File: src/rtl/i2c_regslave_pkg.sv
// Shared types and constants for the serial register slave.
package i2c_regslave_pkg;

    localparam int BYTE_W   = 8;
    localparam int STRAP_W  = 3;
    localparam int PREFIX_W = BYTE_W - 1 - STRAP_W;
    localparam logic [PREFIX_W-1:0] ID_PREFIX = 4'b1010;
    localparam int BITCNT_W = $clog2(BYTE_W + 1);

    // Protocol phases of the slave
    typedef enum logic [3:0] {
        ST_IDLE,      // waiting for START
        ST_DEVID,     // receiving identification byte
        ST_ACK_ID,    // driving ACK for identification byte
        ST_ADDR,      // receiving register address
        ST_ACK_ADDR,  // driving ACK for address
        ST_WDATA,     // receiving write data
        ST_ACK_W,     // driving ACK for write data
        ST_RDATA,     // shifting out read data
        ST_RACK       // sampling master ACK/NACK
    } slv_state_t;

endpackage

File: src/rtl/i2c_line_sync.sv
// Synchronises SCL and SDA with two flops each and derives SCL edges plus
// START/STOP events from the synchronised levels.
// Assumes each bus phase lasts several system clocks; idle bus is high.
module i2c_line_sync (
    input  logic clk,
    input  logic rst_n,
    input  logic scl_i,
    input  logic sda_i,
    output logic scl_s,
    output logic sda_s,
    output logic scl_rise,
    output logic scl_fall,
    output logic start_det,
    output logic stop_det
);

    logic scl_m, sda_m;
    logic scl_q, sda_q;

    // Two-flop synchronisers followed by one history stage
    always_ff @(posedge clk) begin
        if (!rst_n) begin
            scl_m <= 1'b1;
            sda_m <= 1'b1;
            scl_s <= 1'b1;
            sda_s <= 1'b1;
            scl_q <= 1'b1;
            sda_q <= 1'b1;
        end else begin
            scl_m <= scl_i;
            sda_m <= sda_i;
            scl_s <= scl_m;
            sda_s <= sda_m;
            scl_q <= scl_s;
            sda_q <= sda_s;
        end
    end

    // Edge and bus-condition decode
    always_comb begin
        scl_rise  = scl_s & ~scl_q;
        scl_fall  = ~scl_s & scl_q;
        start_det = scl_s & scl_q & sda_q & ~sda_s;
        stop_det  = scl_s & scl_q & ~sda_q & sda_s;
    end

endmodule

File: src/rtl/i2c_busy_timer.sv
// Busy interval generator: a power-up interval after reset and a fixed-length
// non-volatile write interval after each start pulse.
// Assumes start pulses arrive only while idle.
module i2c_busy_timer #(
    parameter int NV_CYCLES    = 1000,
    parameter int PWRUP_CYCLES = 500
) (
    input  logic clk,
    input  logic rst_n,
    input  logic nv_start,
    output logic busy
);

    localparam int MAXC  = (NV_CYCLES > PWRUP_CYCLES) ? NV_CYCLES : PWRUP_CYCLES;
    localparam int CNT_W = $clog2(MAXC + 1);

    logic [CNT_W-1:0] cnt;

    // Load on reset or start, count down to zero otherwise
    always_ff @(posedge clk) begin
        if (!rst_n)
            cnt <= CNT_W'(PWRUP_CYCLES);
        else if (nv_start)
            cnt <= CNT_W'(NV_CYCLES);
        else if (cnt != '0)
            cnt <= cnt - 1'b1;
    end

    assign busy = (cnt != '0);

    // A busy interval only opens from a start pulse once out of reset
    assert_busy_origin_R8: assert property (@(posedge clk) disable iff (!rst_n)
        $rose(busy) |-> $past(nv_start));

endmodule

File: src/rtl/i2c_proto_fsm.sv
// Byte-level protocol engine: identification match, address pointer, write
// strobes, read shifting, ACK generation and non-volatile tracking.
// Assumes synchronised levels and single-cycle edge/condition pulses.
module i2c_proto_fsm
    import i2c_regslave_pkg::*;
#(
    parameter logic [BYTE_W-1:0] NV_BASE = 8'h80
) (
    input  logic               clk,
    input  logic               rst_n,
    input  logic               scl_s,
    input  logic               sda_s,
    input  logic               scl_rise,
    input  logic               scl_fall,
    input  logic               start_det,
    input  logic               stop_det,
    input  logic               busy,
    input  logic [STRAP_W-1:0] strap_i,
    input  logic [BYTE_W-1:0]  rd_data,
    output logic [BYTE_W-1:0]  ptr,
    output logic               wr_en,
    output logic [BYTE_W-1:0]  wr_addr,
    output logic [BYTE_W-1:0]  wr_data,
    output logic               sda_oe,
    output logic               nv_start
);

    slv_state_t           state;
    logic [BITCNT_W-1:0]  bitcnt;
    logic [BYTE_W-1:0]    shreg;
    logic [BYTE_W-1:0]    txreg;
    logic                 rw_read;
    logic                 mst_ack;
    logic                 nv_dirty;
    logic                 id_match;
    logic                 byte_end;

    // Identification compare and end-of-byte detect
    always_comb begin
        id_match = (shreg[BYTE_W-1:1] == {ID_PREFIX, strap_i});
        byte_end = scl_fall && (bitcnt == BITCNT_W'(BYTE_W));
    end

    // Protocol state machine
    always_ff @(posedge clk) begin
        if (!rst_n) begin
            state    <= ST_IDLE;
            bitcnt   <= '0;
            shreg    <= '0;
            txreg    <= '0;
            rw_read  <= 1'b0;
            mst_ack  <= 1'b0;
            nv_dirty <= 1'b0;
            ptr      <= '0;
            wr_en    <= 1'b0;
            wr_addr  <= '0;
            wr_data  <= '0;
            sda_oe   <= 1'b0;
            nv_start <= 1'b0;
        end else begin
            wr_en    <= 1'b0;
            nv_start <= 1'b0;
            if (start_det && !busy) begin
                state  <= ST_DEVID;
                bitcnt <= '0;
                sda_oe <= 1'b0;
            end else if (stop_det) begin
                state    <= ST_IDLE;
                sda_oe   <= 1'b0;
                nv_start <= nv_dirty;
                nv_dirty <= 1'b0;
            end else begin
                case (state)
                    ST_DEVID, ST_ADDR, ST_WDATA: begin
                        if (scl_rise && bitcnt < BITCNT_W'(BYTE_W)) begin
                            shreg  <= {shreg[BYTE_W-2:0], sda_s};
                            bitcnt <= bitcnt + 1'b1;
                        end
                        if (byte_end) begin
                            bitcnt <= '0;
                            if (state == ST_DEVID) begin
                                if (id_match) begin
                                    rw_read <= shreg[0];
                                    sda_oe  <= 1'b1;
                                    state   <= ST_ACK_ID;
                                end else begin
                                    state   <= ST_IDLE;
                                end
                            end else if (state == ST_ADDR) begin
                                ptr    <= shreg;
                                sda_oe <= 1'b1;
                                state  <= ST_ACK_ADDR;
                            end else begin
                                wr_en   <= 1'b1;
                                wr_addr <= ptr;
                                wr_data <= shreg;
                                if (ptr >= NV_BASE) nv_dirty <= 1'b1;
                                ptr     <= ptr + 1'b1;
                                sda_oe  <= 1'b1;
                                state   <= ST_ACK_W;
                            end
                        end
                    end
                    ST_ACK_ID: begin
                        if (scl_fall) begin
                            bitcnt <= '0;
                            if (rw_read) begin
                                txreg  <= rd_data;
                                sda_oe <= ~rd_data[BYTE_W-1];
                                state  <= ST_RDATA;
                            end else begin
                                sda_oe <= 1'b0;
                                state  <= ST_ADDR;
                            end
                        end
                    end
                    ST_ACK_ADDR, ST_ACK_W: begin
                        if (scl_fall) begin
                            sda_oe <= 1'b0;
                            bitcnt <= '0;
                            state  <= ST_WDATA;
                        end
                    end
                    ST_RDATA: begin
                        if (scl_rise) bitcnt <= bitcnt + 1'b1;
                        if (scl_fall && bitcnt != '0) begin
                            if (bitcnt == BITCNT_W'(BYTE_W)) begin
                                sda_oe <= 1'b0;
                                ptr    <= ptr + 1'b1;
                                state  <= ST_RACK;
                            end else begin
                                txreg  <= {txreg[BYTE_W-2:0], 1'b0};
                                sda_oe <= ~txreg[BYTE_W-2];
                            end
                        end
                    end
                    ST_RACK: begin
                        if (scl_rise) mst_ack <= ~sda_s;
                        if (scl_fall) begin
                            bitcnt <= '0;
                            if (mst_ack) begin
                                txreg  <= rd_data;
                                sda_oe <= ~rd_data[BYTE_W-1];
                                state  <= ST_RDATA;
                            end else begin
                                state  <= ST_IDLE;
                            end
                        end
                    end
                    default: state <= ST_IDLE;
                endcase
            end
        end
    end

    // START during a busy interval leaves the engine idle
    assert_start_ignored_R9: assert property (@(posedge clk) disable iff (!rst_n)
        (start_det && busy) |=> (state == ST_IDLE));

    // Write strobe is a single cycle
    assert_wr_pulse_R5: assert property (@(posedge clk) disable iff (!rst_n)
        wr_en |=> !wr_en);

    // No register write while a busy interval runs
    assert_no_wr_busy_R8: assert property (@(posedge clk) disable iff (!rst_n)
        wr_en |-> !busy);

    // The slave starts pulling SDA only while SCL is low
    assert_drive_scl_low_R11: assert property (@(posedge clk) disable iff (!rst_n)
        $rose(sda_oe) |-> !scl_s);

    // A non-volatile cycle is only requested by a STOP
    assert_nv_on_stop_R8: assert property (@(posedge clk) disable iff (!rst_n)
        nv_start |-> $past(stop_det));

endmodule

File: src/rtl/i2c_regslave.sv
// Top level of the serial register slave: line synchroniser, protocol
// engine and busy timer. The register file is external; read data must be
// valid combinationally for reg_rd_addr.
module i2c_regslave
    import i2c_regslave_pkg::*;
#(
    parameter int                NV_CYCLES    = 1000,
    parameter int                PWRUP_CYCLES = 500,
    parameter logic [BYTE_W-1:0] NV_BASE      = 8'h80
) (
    input  logic               clk,
    input  logic               rst_n,
    input  logic               scl_i,
    input  logic               sda_i,
    input  logic [STRAP_W-1:0] strap_i,
    output logic               sda_oe,
    output logic               reg_wr_en,
    output logic [BYTE_W-1:0]  reg_wr_addr,
    output logic [BYTE_W-1:0]  reg_wr_data,
    output logic [BYTE_W-1:0]  reg_rd_addr,
    input  logic [BYTE_W-1:0]  reg_rd_data,
    output logic               busy
);

    logic scl_s, sda_s, scl_rise, scl_fall, start_det, stop_det;
    logic nv_start;

    i2c_line_sync u_sync (
        .clk       (clk),
        .rst_n     (rst_n),
        .scl_i     (scl_i),
        .sda_i     (sda_i),
        .scl_s     (scl_s),
        .sda_s     (sda_s),
        .scl_rise  (scl_rise),
        .scl_fall  (scl_fall),
        .start_det (start_det),
        .stop_det  (stop_det)
    );

    i2c_proto_fsm #(.NV_BASE(NV_BASE)) u_fsm (
        .clk       (clk),
        .rst_n     (rst_n),
        .scl_s     (scl_s),
        .sda_s     (sda_s),
        .scl_rise  (scl_rise),
        .scl_fall  (scl_fall),
        .start_det (start_det),
        .stop_det  (stop_det),
        .busy      (busy),
        .strap_i   (strap_i),
        .rd_data   (reg_rd_data),
        .ptr       (reg_rd_addr),
        .wr_en     (reg_wr_en),
        .wr_addr   (reg_wr_addr),
        .wr_data   (reg_wr_data),
        .sda_oe    (sda_oe),
        .nv_start  (nv_start)
    );

    i2c_busy_timer #(
        .NV_CYCLES    (NV_CYCLES),
        .PWRUP_CYCLES (PWRUP_CYCLES)
    ) u_timer (
        .clk      (clk),
        .rst_n    (rst_n),
        .nv_start (nv_start),
        .busy     (busy)
    );

endmodule

File: config.mk
export PLATFORM = sky130hd
export DESIGN_NAME = i2c_regslave
export DESIGN_NICKNAME = d
export VERILOG_FILES = /design/src/rtl/i2c_regslave_pkg.sv /design/src/rtl/i2c_line_sync.sv /design/src/rtl/i2c_busy_timer.sv /design/src/rtl/i2c_proto_fsm.sv /design/src/rtl/i2c_regslave.sv
export SDC_FILE = /design/constraint.sdc
export NUM_CORES = 1
export LEC_CHECK = 0
export ABC_AREA = 1
export BUFFER_PORTS_ARGS = -buffer_cell sky130_fd_sc_hd__buf_2
export CAP_MARGIN = 20
export CORE_MARGIN = 2
export CORE_UTILIZATION = 50
export DETAILED_ROUTE_END_ITERATION = 7
export GPL_TIMING_DRIVEN = 0
export PLACE_DENSITY = 0.81
export RECOVER_POWER = 50
export SYNTH_ARGS = -nofsm -noshare
export SYNTH_HDL_FRONTEND = slang
export SYNTH_SLANG_ARGS = --single-unit
File: constraint.sdc
create_clock -name clk -period 2.1 [get_ports clk]
set_clock_uncertainty 0.2 [all_clocks]
set_input_delay 0 -clock clk [delete_from_list [all_inputs] [get_ports clk]]
set_output_delay 0 -clock clk [all_outputs]
set_load 0.05 [all_outputs]
### Yosys cells after proc, flatten, opt, wreduce, memory -nomap -nowiden

Cells that the tools add are included.

* register bits after elaboration: 69
* bits of input ports: 15
* output and inout port bits: 27
* word-level logic and storage cells: 165

* $add $sub $neg: 3
* magnitude comparators: 2
* equality and inequality tests: 32
* multiplexer cells: 52
* bitwise logic cells: 20
* reductions and logical operators: 34

Operators by type and width (count)
* two-way mux 4 bit: 11
* two-way mux 7 bit: 6
* two-way mux 8 bit: 5
* AND reduction 6 bit: 5
* inequality test 4 x 2 -> 1 bit, second input constant: 6
* one-hot mux 7 bit (3 select lines): 1
* two-way mux 10 bit: 2
* inequality test 2 x 1 -> 1 bit, second input constant: 10
* one-hot mux 4 bit (5 select lines): 1
* two-way mux 1 bit: 19
* == test 4 x 3 -> 1 bit, second input constant: 4
* one-hot mux 8 bit (2 select lines): 1
* inverter 1 bit: 13
* one-hot mux 4 bit (3 select lines): 1
* nonzero test 10 bit: 1
* nonzero test 2 bit: 5
* subtractor 10 x 1 -> 10 bit, second input constant: 1
* AND reduction 9 bit: 1
* OR reduction 3 bit: 3
* adder 8 x 1 -> 8 bit, second input constant: 1
* == test 4 x 2 -> 1 bit, second input constant: 2
* == test 4 bit, second input constant: 2
* greater-or-equal comparator 8 bit, second input constant: 1
* inequality test 2 bit, second input constant: 4
* 22 further kinds: 37

### Logic depth before layout (Yosys ltp)

* depth after elaboration: 7
* mapped depth: 12
* gate-level depth less buffers: 12

### Modules after synthesis

From an unflattened synthesis, not the netlist that was laid out.

* cells, all modules: 539
* area, all modules: 3568.4 um2

Modules (own cells, without submodules)
* i2c_proto_fsm: instances 1, cells an instance 425, area each 2768.9 um2, seq. area each 1061.0 um2
* i2c_busy_timer: instances 1, cells an instance 87, area each 600.6 um2, seq. area each 200.2 um2
* i2c_line_sync: instances 1, cells an instance 27, area each 198.9 um2, seq. area each 120.1 um2

### Worst setup path before layout

No wires, ideal clock.

* kind: flip-flop to flip-flop
* from: reg u_timer.cnt[0]
* to: reg u_timer.cnt[5]
* library setup time: 0.126 ns
* arrival: 1.564 ns
* data required time: 1.774 ns
* setup slack: 0.210 ns
* cell stages (with the launch flop): 9
* path buffers: 0
* clock period less this slack: 1.890 ns
* path through: dfxtp_1 inv_1 ha_1 nand2_1 nor2_1 nand2_2 nand4_1 xor2_1 nand2_1

* longest elaborated chain between the ends: 1
* elaborated cells between the ends (all ways): 2
* those cells by class: add/sub (1); reduce/logical (1)

RTL lines
* start: declaration: line i2c_busy_timer.sv:17 `logic [CNT_W-1:0] cnt;`
* start signal: assignment: line i2c_busy_timer.sv:22 `cnt <= CNT_W'(PWRUP_CYCLES);`
* start signal: assignment: line i2c_busy_timer.sv:24 `cnt <= CNT_W'(NV_CYCLES);`
* start signal: assignment: line i2c_busy_timer.sv:26 `cnt <= cnt - 1'b1;`
* nonzero test 10 bit
* via busy: line i2c_regslave.sv:22 `output logic busy`

The timed path passes the listed nets, and every way through them passes these cells.
A chain may end at the register's enable or synchronous reset.

### Worst setup path after layout

* from: reg u_fsm.bitcnt[0]
* to: reg u_fsm.wr_addr[6]

* longest elaborated chain between the ends: 3

RTL lines
* start: declaration: line i2c_proto_fsm.sv:29 `logic [BITCNT_W-1:0] bitcnt;`
* start signal: assignment: line i2c_proto_fsm.sv:77 `bitcnt <= bitcnt + 1'b1;`
* start signal: assignment: line i2c_proto_fsm.sv:125 `if (scl_rise) bitcnt <= bitcnt + 1'b1;`
* == test 4 bit: line i2c_proto_fsm.sv:41 `byte_end = scl_fall && (bitcnt == BITCNT_W'(BYTE_W));`
* logical AND 1 bit: line i2c_proto_fsm.sv:41
* AND reduction 6 bit (no line)
* end signal: assignment: line i2c_proto_fsm.sv:95 `wr_addr <= ptr;`
* end: declaration: line i2c_proto_fsm.sv:22 `output logic [BYTE_W-1:0] wr_addr,`

Every way passes these cells.

==> summary.txt <==
Gr busiest metal: met2
Top post-synthesis cells by area: dfxtp_1 39%, nand2_1 14%, nor2_1 8.2%
Tot GR Track Use: 23.85%
Hold Crit Endpoint: u_fsm.rw_read
Antenna Violating Nets Remaining: 0
Core ar.: 6794 µm²
CP max FO: 10
CP Launch Type: flip-flop
DIE WIDTH: 87.92 µm
Vias: 3571
Met2 global-route usage: 38.64%
Fin cells: 701
Worst-case reg-to-reg path depth: 9
IO buf count: 41
Largest net degree at the start of global routing: 13
Final slew viol count: 0
Post-place setup slack: -0.004655 ns
Synth unique cells: 32
Crit Path Class: flip-flop to flip-flop
Rel. slew slack: 58.31%
Clk slew on worst S/H paths: 0.08 ns
CTS Buffer Depth: 2
Share of the yosys chip area belonging to registers: 39.23%
WP data arrival: 2.03 ns
Row count: 30
Measured slew at the worst slew-check pin: 0.6280 ns
Global-route wire length before repair: 14500 µm
Final instance area: 4193 µm²
FF+latch count, synth: 69
Post-layout minimum cycle time: 2.003 ns
Initial Util: 51.82%
Final Wtd Congestion: 0.8985
Setup TNS: 0 ns
Status: finished clean
Warnings from Yosys: 0
DR pass1 iterations: 5
DR WL/cell: 12.46 µm
Min-delay src: strap_i[1]
ANT cells: 0
Drt via density: 5.094
Met1 GRT Util: 30.94%
Routed WL: 8734 µm
Fill cells: 632
Clk sink count: 69
Max_cap viols: 0
Cell total after placement: 671
Syn_area_per_cell: 6.593 µm²
Syn nets: 554
R2r startpoint: u_fsm.bitcnt[0]
Area grow syn2layout: 19.08%
Vias in the first global route: 3287
Hold Crit Class: primary input to flip-flop
Inserted Clock Buffers: 9
Cell accounting for the most synthesized area: dfxtp_1
Top cell type's share of synthesized area: 39.23%
Power density cells: 836.2 nW/µm²
Total Die Area: 7729 µm²
Hold Vio Cnt, Final: 0
CTS tree: yes
Critical R2R Capture: u_fsm.wr_addr[6]
Worst Hold Path Cells: 7
Placed Instance Area: 3846 µm²
Share of post-route cells with drive strength above 1: 12.23%
Mapped cell area: 3521 µm²
FMAX: 499.3 MHz
DRC violations left: 0
Clock Latency Late Sink: 0.35 ns
H-tree depth: 3
Hpwl dp: 6179 µm
GR Util met3: 4.336%
Crit share post-route: 95.37%
WP data required: 2.13 ns
Leak: 1.927 nW
GRT overflow: 0
I/O Pins: 42
Root Driver: clkbuf_8
VDD IR max: 0.4271 mV
Initial antenna violation count: 0
Setup Buffers After CTS: 0
Worst setup slack after layout: 0.09719 ns
R2r setup slk: 0.1 ns
DR iter-0 viols: 207
Critical path capture point type: flip-flop
Die H: 87.92 µm
Setup-failing EPs final: 0
Worst hold margin: 0.03060 ns
Post-Synthesis Cells: 534
Nets: 620
[kinds of logic after synthesis]
family                     Yosys count  synth area share (%)
adders and majority gates            5                 1.777
xor gates and xnor gates             5                 1.244
and+or+nand+nor                    287                 35.11
DFF                                 69                 39.23
AOI/OAI and AO/OA                   89                 13.61
buffers and inverters               79                 9.026
[routing by layer]
| layer | part of all wire (%) | routed length [µm] | vias up |
|---|---|---|---|
| met4 | 2.1 | 184 | 0 |
| met3 | 5.9 | 517 | 16 |
| met2 | 47 | 4080 | 110 |
| met5 | 0 | 0 | - |
| met1 | 45 | 3952 | 1612 |
| li1 | - | - | 1833 |
[per-stage QoR]
step                util, %  power [mW]
finish                61.71       3.506
global route          61.71       3.708
CTS                   61.36       3.478
detailed placement    56.61       2.394
global placement      56.61       2.368
floorplan                 -       2.204
[synth_stat cells, drive strengths merged]
cell type and instances:
inv 66, nand3 39, o31ai 2, xnor2 4
nand3b 1, clkbuf 6, buf 7, ha 5
a22oi 1, nor3 7, a21boi 2, or2 6
o211ai 1, nand4 8, dfxtp 69, nor2 82
xor2 1, o21ai 45, nand2 142, nor2b 2
a21oi 38
[timing repair]
| item | 4_1_cts | 5_1_grt |
|---|---|---|
| endpoints found under the setup margin | 4 | 33 |
| gates resized for setup | 1 | 17 |
| gates cloned | 0 | 1 |
| hold buffers | 13 | 0 |
| endpoints found under the hold margin | 35 | 0 |
[registers in the layout, indices dropped and copies added (netlist names), 4 cells and up]
signal and cells:
u_fsm.bitcnt 4, u_timer.cnt 10, u_fsm.wr_data 8, u_fsm.shreg 8
u_fsm.txreg 7, u_fsm.wr_addr 8, u_fsm.state 4, u_fsm.ptr 8
[final cells by class]
class                           instances  area (µm²)  area share [%]
Buffer                                 13       77.57           1.850
Clock buffer                            9       123.9           2.954
Clock inverter                          7       66.31           1.582
Tap cell                               96       120.1           2.865
Sequential cell                        69        1381           32.95
Timing Repair Buffer                   54       301.5           7.192
Multi-Input combinational cell        387        1874           44.70
Inverter                               66       247.7           5.909
[worst max-delay path: stages (launching register included)]
cell,delay (ns)
dfxtp_1,0.35
inv_2,0.09
ha_2,0.20
nand2_1,0.09
nor2_4,0.15
nand2_4,0.12
nor2_1,0.18
clkbuf_4,0.21
clkbuf_4,0.21
a21oi_1,0.09
[where the power goes]
group | internal, mW | total (mW) | leakage, nW | switching [mW]
Clock | 0.541 | 1.07 | 0.0987 | 0.526
Combinational | 0.332 | 0.958 | 1.27 | 0.626
Sequential | 1.40 | 1.48 | 0.559 | 0.0788
Total | 2.28 | 3.51 | 1.93 | 1.23
[cells in the final DEF, fill, tap and decap left out, drive strengths merged]
cell type    Yosys  layout
o21ai           45      45
dfxtp           69      69
nand4            8       8
nand3           39      39
bufinv           0       1
ha               5       5
a22oi            1       1
o31ai            2       2
xnor2            4       4
o211ai           1       1
clkinv           0       5
clkbuf           6      44
nand2          142     142
or2              6       6
dlygate4sd3      0      13
nor2            82      82
nor3             7       7
nor2b            2       2
xor2             1       1
buf              7      19
a21oi           38      39
nand3b           1       1
a21boi           2       2
inv             66      66
clkinvlp         0       1
[worst max-delay path by stage]
stage | cells after the start | endpoint | slack (ns) | startpoint
detailed placement | 11 | u_fsm.ptr[6] | -0.005 | u_fsm.bitcnt[0]
global placement | 11 | u_fsm.ptr[6] | 0.01 | u_fsm.bitcnt[0]
floorplan | 8 | u_timer.cnt[5] | 0.21 | u_timer.cnt[0]
global route | 9 | u_fsm.wr_addr[6] | -0.05 | u_fsm.bitcnt[0]
CTS | 9 | u_fsm.wr_addr[6] | 0.01 | u_fsm.bitcnt[0]
finish | 9 | u_fsm.wr_addr[6] | 0.1 | u_fsm.bitcnt[0]
Power figures use the tool's default switching activity.
